===== src/rtl/sar_ctrl_pkg.sv =====
package sar_ctrl_pkg;

   // control byte image, most significant field first
   typedef struct packed {
      logic       en;
      logic       go;
      logic       autot;
      logic       flag;
      logic       ie;
      logic [2:0] ps;
   } ctrl_t;

   localparam int CTRL_W = $bits(ctrl_t);

endpackage


===== src/rtl/sar_clk_div.sv =====
module sar_clk_div #(
   parameter int CODE_W = 3
) (
   input  logic              clk,
   input  logic              rst_n,
   input  logic              run,
   input  logic [CODE_W-1:0] code,
   output logic              tick
);
   localparam int CNT_W = (1 << CODE_W) - 1;
   localparam int SPN_W = CNT_W + 1;

   if (CODE_W < 2 || CODE_W > 4) begin : g_bad_code
      $error("sar_clk_div: CODE_W out of range");
   end

   logic [CNT_W-1:0]  cnt;
   logic [CODE_W-1:0] sh;
   logic [SPN_W-1:0]  span;
   logic [SPN_W-1:0]  lim;

   always_comb begin
      sh   = (code < CODE_W'(2)) ? CODE_W'(1) : code;
      span = SPN_W'(1) << sh;
      lim  = span - SPN_W'(1);
   end

   // >= keeps a mid-count code change from overrunning the counter
   assign tick = run && ({1'b0, cnt} >= lim);

   always_ff @(posedge clk or negedge rst_n) begin
      if (!rst_n)            cnt <= '0;
      else if (!run || tick) cnt <= '0;
      else                   cnt <= cnt + 1'b1;
   end
endmodule


===== src/rtl/sar_conv_timer.sv =====
module sar_conv_timer #(
   parameter int LEN_NORM  = 13,
   parameter int LEN_FIRST = 25
) (
   input  logic clk,
   input  logic rst_n,
   input  logic en_nxt,
   input  logic tick,
   input  logic start,
   input  logic chain,
   output logic busy,
   output logic done
);
   localparam int CNT_W = $clog2(LEN_FIRST);

   if (LEN_NORM < 2 || LEN_FIRST < LEN_NORM) begin : g_bad_len
      $error("sar_conv_timer: conversion lengths inconsistent");
   end

   logic [CNT_W-1:0] cnt;
   logic [CNT_W-1:0] last;
   logic             first;

   assign last = first ? CNT_W'(LEN_FIRST - 1) : CNT_W'(LEN_NORM - 1);
   assign done = busy && tick && (cnt == last);

   always_ff @(posedge clk or negedge rst_n) begin
      if (!rst_n) begin
         busy  <= 1'b0;
         cnt   <= '0;
         first <= 1'b1;
      end else if (!en_nxt) begin
         busy  <= 1'b0;
         cnt   <= '0;
         first <= 1'b1;
      end else if (done) begin
         busy  <= chain;
         cnt   <= '0;
         first <= 1'b0;
      end else if (busy) begin
         if (tick) cnt <= cnt + 1'b1;
      end else if (start) begin
         busy <= 1'b1;
         cnt  <= '0;
      end
   end
endmodule


===== src/rtl/sar_conv_ctrl.sv =====
module sar_conv_ctrl
   import sar_ctrl_pkg::*;
#(
   parameter int RES_W     = 10,
   parameter int LEN_NORM  = 13,
   parameter int LEN_FIRST = 25,
   parameter bit TRIG_SYNC = 1'b0
) (
   input  logic             clk,
   input  logic             rst_n,
   input  logic             reg_wr,
   input  logic [7:0]       reg_wdata,
   output logic [7:0]       reg_rdata,
   input  logic             trig_in,
   input  logic             free_run,
   input  logic [RES_W-1:0] sample_in,
   output logic [RES_W-1:0] result,
   input  logic             gie,
   input  logic             irq_ack,
   output logic             irq
);
   if (CTRL_W != 8 || RES_W < 1) begin : g_bad_cfg
      $error("sar_conv_ctrl: bad configuration");
   end

   ctrl_t      wv;
   logic       en_q, auto_q, flag_q, ie_q;
   logic [2:0] ps_q;
   logic       en_nxt, adc_tick, busy, done, done_ok, start, chain;
   logic       trig_s, trig_q, rise;

   assign wv     = ctrl_t'(reg_wdata);
   assign en_nxt = reg_wr ? wv.en : en_q;

   if (TRIG_SYNC) begin : g_sync
      logic s1, s2;
      always_ff @(posedge clk or negedge rst_n) begin
         if (!rst_n) begin
            s1 <= 1'b0;
            s2 <= 1'b0;
         end else begin
            s1 <= trig_in;
            s2 <= s1;
         end
      end
      assign trig_s = s2;
   end else begin : g_direct
      assign trig_s = trig_in;
   end

   always_ff @(posedge clk or negedge rst_n) begin
      if (!rst_n) trig_q <= 1'b0;
      else        trig_q <= trig_s;
   end
   assign rise = trig_s & ~trig_q;

   assign start   = en_nxt && ((reg_wr && wv.go) || (auto_q && !free_run && rise));
   assign chain   = auto_q && free_run;
   assign done_ok = done && en_nxt;

   sar_clk_div #(.CODE_W(3)) div_i (
      .clk(clk), .rst_n(rst_n), .run(en_q), .code(ps_q), .tick(adc_tick)
   );

   sar_conv_timer #(.LEN_NORM(LEN_NORM), .LEN_FIRST(LEN_FIRST)) tmr_i (
      .clk(clk), .rst_n(rst_n), .en_nxt(en_nxt), .tick(adc_tick),
      .start(start), .chain(chain), .busy(busy), .done(done)
   );

   always_ff @(posedge clk or negedge rst_n) begin
      if (!rst_n) begin
         en_q   <= 1'b0;
         auto_q <= 1'b0;
         ie_q   <= 1'b0;
         ps_q   <= '0;
         flag_q <= 1'b0;
         result <= '0;
      end else begin
         if (reg_wr) begin
            en_q   <= wv.en;
            auto_q <= wv.autot;
            ie_q   <= wv.ie;
            ps_q   <= wv.ps;
         end
         if (done_ok)                           flag_q <= 1'b1;
         else if ((reg_wr && wv.flag) || irq_ack) flag_q <= 1'b0;
         if (done_ok) result <= sample_in;
      end
   end

   assign reg_rdata = ctrl_t'{en: en_q, go: busy, autot: auto_q, flag: flag_q,
                              ie: ie_q, ps: ps_q};
   assign irq = flag_q & ie_q & gie;
endmodule


===== config.mk =====
export PLATFORM = sky130hd
export DESIGN_NAME = sar_conv_ctrl
export DESIGN_NICKNAME = d
export VERILOG_FILES = /design/src/rtl/sar_ctrl_pkg.sv /design/src/rtl/sar_clk_div.sv /design/src/rtl/sar_conv_timer.sv /design/src/rtl/sar_conv_ctrl.sv
export SDC_FILE = /design/constraint.sdc
export NUM_CORES = 1
export LEC_CHECK = 0
export BUFFER_PORTS_ARGS = -buffer_cell sky130_fd_sc_hd__buf_2
export CORE_UTILIZATION = 50
export CTS_BUF_LIST = sky130_fd_sc_hd__clkbuf_4 sky130_fd_sc_hd__clkbuf_8 sky130_fd_sc_hd__clkbuf_16
export CTS_CLUSTER_DIAMETER = 60
export DETAILED_ROUTE_END_ITERATION = 10
export PLACE_DENSITY = 0.74
export SLEW_MARGIN = 15
export SYNTH_ARGS = -nofsm -noshare
export SYNTH_HDL_FRONTEND = slang
export SYNTH_SLANG_ARGS = --single-unit

===== constraint.sdc =====
create_clock -name clk -period 3.06 [get_ports clk]
set_input_delay 0.153 -clock clk [delete_from_list [all_inputs] [get_ports clk]]
set_output_delay 0.153 -clock clk [all_outputs]
set_load 0.02 [all_outputs]

After elaboration in Yosys (flattened, before gate mapping)
Cells that the tools add are included.
{"block": "op_classes", "addsub": 3, "n_lt_le_gt_ge": 2, "eq_ne": 4, "shifts": 1, "muxes": 17, "n_bitwise": 4, "n_reduce_logical": 17}
{"operator": "$mux W5", "n": 6}
{"operator": "$logic_and A1 B1 Y1", "n": 10}
{"operator": "$mux W1", "n": 9}
{"operator": "$ge A7 B8 Y1", "n": 1}
{"operator": "$shl A1 B3 Y8 const A", "n": 1}
{"operator": "$sub A8 B1 Y8 const B", "n": 1}
{"operator": "$add A7 B1 Y7 const B", "n": 1}
{"operator": "$mux W7", "n": 1}
{"operator": "$add A5 B1 Y5 const B", "n": 1}
{"operator": "$eq A5 B5 Y1", "n": 1}
{"operator": "$ne A4 B1 Y1 const B", "n": 1}
{"operator": "$ne A4 B4 Y1 const B", "n": 1}
{"operator": "$and A1 B1 Y1", "n": 3}
{"operator": "$logic_or A1 B1 Y1", "n": 3}
{"operator": "$lt A3 B2 Y1 const B", "n": 1}
{"operator": "$mux W3", "n": 1}
{"operator": "$logic_not A1 Y1", "n": 2}
{"operator": "$ne A2 B1 Y1 const B", "n": 1}
{"operator": "$reduce_and A2 Y1", "n": 1}
{"operator": "$reduce_bool A2 Y1", "n": 1}
{"operator": "$not A1 Y1", "n": 1}
{"block": "word_totals", "register_bits": 32, "input_bits": 25, "output_inout_bits": 19, "wordCells": 59}

Depth between registers and ports, before layout
{"block": "depth", "word_depth": 10, "mapped_depth": 9, "ltp_nobuf": 8}

By module
A second synthesis with hierarchy kept.
{"block": "hier_totals", "cells_unflattened": 151, "area_unflattened_um2": 1800.5}
{"module": "sar_conv_ctrl", "instances": 1, "cells_each": 51, "area_per_inst_um2": 798.3, "seq_area_each_um2": 450.4}
{"module": "sar_clk_div", "instances": 1, "cells_each": 51, "area_per_inst_um2": 519.2, "seq_area_each_um2": 175.2}
{"module": "sar_conv_timer", "instances": 1, "cells_each": 49, "area_per_inst_um2": 483.0, "seq_area_each_um2": 176.4}

Worst setup path before layout
Ideal clock, no wire load.
{"block": "synth_path", "path_type": "register to register", "startpoint": "reg ps_q[1]", "endpoint": "reg result[0]", "setup_ps": 125, "t_arrival_ps": 2052, "t_required_ps": 2935, "path_slack_ps": 883, "path_stages_with_launch": 10, "n_path_buf": 1, "synth_period_minus_slack_ps": 2177, "path_cell_list": "dfrtp_1 > a21oi_1 > ha_1 > a21oi_1 > a21oi_1 > o2111ai_1 > a211oi_2 > nand2_2 > buf_6 > mux2_4"}
{"block": "synth_via", "elab_chain_len": 9}
{"element": "from (decl)", "line": "sar_conv_ctrl.sv:28", "text": "logic [2:0] ps_q;"}
{"element": "from (signal assigned)", "line": "sar_conv_ctrl.sv:83", "text": "ps_q <= wv.ps;"}
{"element": "$lt A3 B2 Y1", "line": "sar_clk_div.sv:23", "text": "sh = (code < CODE_W'(2)) ? CODE_W'(1) : code;"}
{"element": "$mux W3 (*)", "line": "sar_clk_div.sv:23"}
{"element": "$shl A1 B3 Y8 (*)", "line": "sar_clk_div.sv:24", "text": "span = SPN_W'(1) << sh;"}
{"element": "$sub A8 B1 Y8 (*)", "line": "sar_clk_div.sv:25", "text": "lim = span - SPN_W'(1);"}
{"element": "$ge A7 B8 Y1 (*)", "line": "sar_clk_div.sv:29", "text": "assign tick = run && ({1'b0, cnt} >= lim);"}
{"element": "$logic_and A1 B1 Y1 (*)", "line": "sar_clk_div.sv:29"}
{"element": "$logic_and A1 B1 Y1 (*) (2 in a row)", "line": "sar_conv_timer.sv:25", "text": "assign done = busy && tick && (cnt == last);"}
{"element": "$logic_and A1 B1 Y1 (*)", "line": "sar_conv_ctrl.sv:59", "text": "assign done_ok = done && en_nxt;"}
{"element": "to (signal assigned)", "line": "sar_conv_ctrl.sv:87", "text": "if (done_ok) result <= sample_in;"}
{"element": "to (decl)", "line": "sar_conv_ctrl.sv:17", "text": "output logic [RES_W-1:0] result,"}
Every way passes the cells marked *; elsewhere a longest branch is shown, timed or not.
A chain may end at the register's enable or synchronous reset.

Final worst setup path
{"block": "layout_path", "startpoint": "reg ps_q[1]", "endpoint": "reg result[9]"}
The elaborated chain is that of the path after synthesis.

==> results.md <==
- # rows: 20
- Register area: 802 sq um
- Post-Layout Cell Count: 232
- Post-Syn Nets: 177
- Critical path's slowest cell: dfrtp_1
- CTS Root Cell: clkbuf_4
- Fmax: 420 MHz
- Initial antenna violation count: 0
- TritonCTS clock tree: done
- Worst Path Arrival: 2.60 ns
- Crit-path most repeated cell: a21oi_1
- Leakage: 1.03 nW
- Total negative slack: 0 ns
- Gr ovfl total: 0
- Worst Skew: 0.00246 ns
- Syn avg cell area: 11.5 sq um
- Reg-to-Reg Start: ps_q[1]
- Seq/Total Area, Yosys: 49.0%
- Max Used Layer: met4
- Post-Syn Area: 1640 sq um
- Die width: 59.2 um
- Startpoint types: flop
- Clock buffer depth: 2
- FF-to-FF End: result[9]
- Vias per inst: 5.13
- Rel. slew slack: 54.7%
- Syn-to-layout area delta: 18.3%
- Clock Latency Late Sink: 0.33 ns
- Wire per inst: 13.0 um
- DP HPWL: 2.31 mm
- # Post-CTS Setup Buffers: 0
- Total CTS buffers: 5
- Chip Height: 59.2 um
- Status: finished clean
- Core Region: 3080 sq um
- Post-layout nets: 222
- Total number of vias: 1191
- CTS clk-pin slew, worst paths: 0.09 ns
- Unrepaired setup endpoints after global routing: false
- Met2 WL: 1.57 mm
- Die ar.: 3510 sq um
- Placed insts: 222
- M1 WL: 1.25 mm
- Met3 wire length: 138 um
- Crit path launch: ps_q[1]
- Power per cell area: 441 nW/um^2
- 1st-iter DRT viols: 27
- Multi-input combinational cell area: 761 sq um
- Setup violators final: 0
- Setup slack, reg-to-reg: 0.68 ns
- Gate Count Post-Synth: 142
- Worst setup EP type: flop
- Critical Path Fanout Max: 11
- Final hold vios: 0
- Asr flop ratio synth: 100%
- Min cycle time layout: 2.38 ns
- Least-Margin Pin Slew: 0.679 ns
- Fill cells: 271
- CP cell instances: a21oi_1 > ha_1 > a21oi_1 > a21oi_1 > o2111ai_1 > a211oi_2 > nand2_2 > mux2_2
- # Max-Cap Violations: 0
- Min-Delay Path Class: in2reg
- Post-Route WL: 3.01 mm
- All-Layer GR Usage: 19.4%
- H-tree levels: 2
- TritonRoute pass-1 iters: 4
- Vias in the first global route: 1153
- Post-synth EDFFs: 0
- Pwr Total: 0.854 mW
- Port bufs: 43
- Final worst path period share: 77.8%
- Io pins: 44
- Starting Density: 53.2%
- Peak supply drop: 0.287 mV
- Seq cells post-synth: 32
- Worst reg2reg path depth: 8
- # DRC: 0
- Crit path kind: reg2reg
- Crit path to: result[9]
- Largest net degree at the start of global routing: 33
- Synth warnings: 0
- Clk sinks: 32
- Distinct cells, synth: 37
- N_diodes: 0
- WP data required: 3.28 ns
- Critical Path Max Stage Delay: 0.45 ns
- Final ANT Viol Nets: 0
- First-pass GRT wire length: 4.94 mm
- Layout cells sized above 1: 37.8%
- Most used DFF post-synth: dfrtp_1
- Fin. max-slew vios: 0
- RePlAce Congestion: 0.866
## layout make-up
type,count,area share (%)
Clock inverter,2,0.517
Inverter,6,1.16
Multi-Input combinational cell,97,39.3
Timing Repair Buffer,45,12.1
Tap cell,44,2.84
Sequential cell,32,41.4
Clock buffer,6,2.65
## synth_stat cells, types with 2 or more instances
library cell   n  area [sq um]
nand3_1        5          25.0
a21o_1         4          30.0
nand2b_1       3          18.8
a21oi_1        7          35.0
o21ai_0        3          15.0
mux2_2         6          67.6
xnor2_1        4          35.0
nand2_1       11          41.3
nor2_1        10          37.5
and3_1         3          18.8
buf_4          5          37.5
ha_1          10           125
inv_1          6          22.5
o2111ai_1      2          17.5
mux2_4         9           135
a22o_1         2          17.5
dfrtp_1       31           776
xor2_1         2          17.5
## through the flow
step | setup slack [ns] | hold WS, ns | area, sq um | utilization [%]
3_3_place_gp | 0.803 | 0.231 | 1860 | 60.3
4_1_cts | 0.685 | 0.0301 | 1940 | 62.9
3_5_place_dp | 0.698 | 0.239 | 1860 | 60.3
6_report | 0.680 | 0.0334 | 1940 | 62.9
2_1_floorplan | 0.883 | -0.143 | 1640 | -
5_1_grt | 0.555 | 0.0260 | 1940 | 62.9
## how the worst min path moves through the flow
stage                         endpoint          from  cells past startpoint
after global routing         result[9]  sample_in[9]                      2
final                          ps_q[2]  reg_wdata[2]                      3
after detailed placement  div_i.cnt[5]         rst_n                      1
after CTS                      ps_q[2]  reg_wdata[2]                      3
after global placement    div_i.cnt[5]         rst_n                      1
after floorplan                 auto_q         rst_n                      0
## per-layer routing
layer,vias to the layer above,GRT usage [%]
met2,29,32.1
li1,578,-
met4,0,7.14
met1,579,23.0
met5,-,0
met3,5,7.21
## sequential cells by signal, indices dropped and copies added (netlist names)
signal / count
div_i.cnt: 7
tmr_i.busy: 1
result: 10
auto_q: 1
tmr_i.first: 1
flag_q: 1
trig_q: 1
tmr_i.cnt: 5
ie_q: 1
en_q: 1
ps_q: 3
## placed cells by master (no fill, tap or decap), drive strengths merged, types with 3 or more instances in the layout
cell type / instances
a21o: 4
a21oi: 7
and3: 3
buf: 43
clkbuf: 6
dfrtp: 31
ha: 10
inv: 6
mux2: 15
nand2: 12
nand2b: 3
nand3: 5
nor2: 10
o21ai: 4
xnor2: 4
## what timing repair did
| action | CTS | global route |
|---|---|---|
| endpoints found under the hold margin | 32 | 0 |
| hold buffers | 2 | 0 |
| gates resized for setup | 0 | 0 |
## where the power goes
part	internal (mW)	switching [mW]	leakage (nW)	total, mW
registers	0.445	0.0202	0.412	0.466
logic	0.0623	0.0765	0.576	0.139
clock network	0.109	0.140	0.0380	0.249
total	0.617	0.237	1.03	0.854
## cell families (layout without fill, tap and decap cells)
group / after synthesis / count (layout) / share of synthesized area, %
AND/OR/NAND/NOR: 42 / 42 / 13.4
flip-flops: 32 / 32 / 49.0
AO/OA/AOI/OAI: 23 / 23 / 9.63
multiplexers: 15 / 15 / 12.4
buffers and inverters: 13 / 59 / 4.58
adder cells (fa/ha/maj): 10 / 10 / 7.64
XOR/XNOR: 6 / 6 / 3.21
other: 1 / 1 / 0.229
## critical path, delay by kind of cell (launching register included)
kind | cells | cell delay, ns
flops | 1 | 0.45
mux | 1 | 0.38
simple gates | 1 | 0.32
fa+ha+maj | 1 | 0.27
compound gates | 5 | 0.87
No activity file was read; power rests on OpenSTA's default activity.
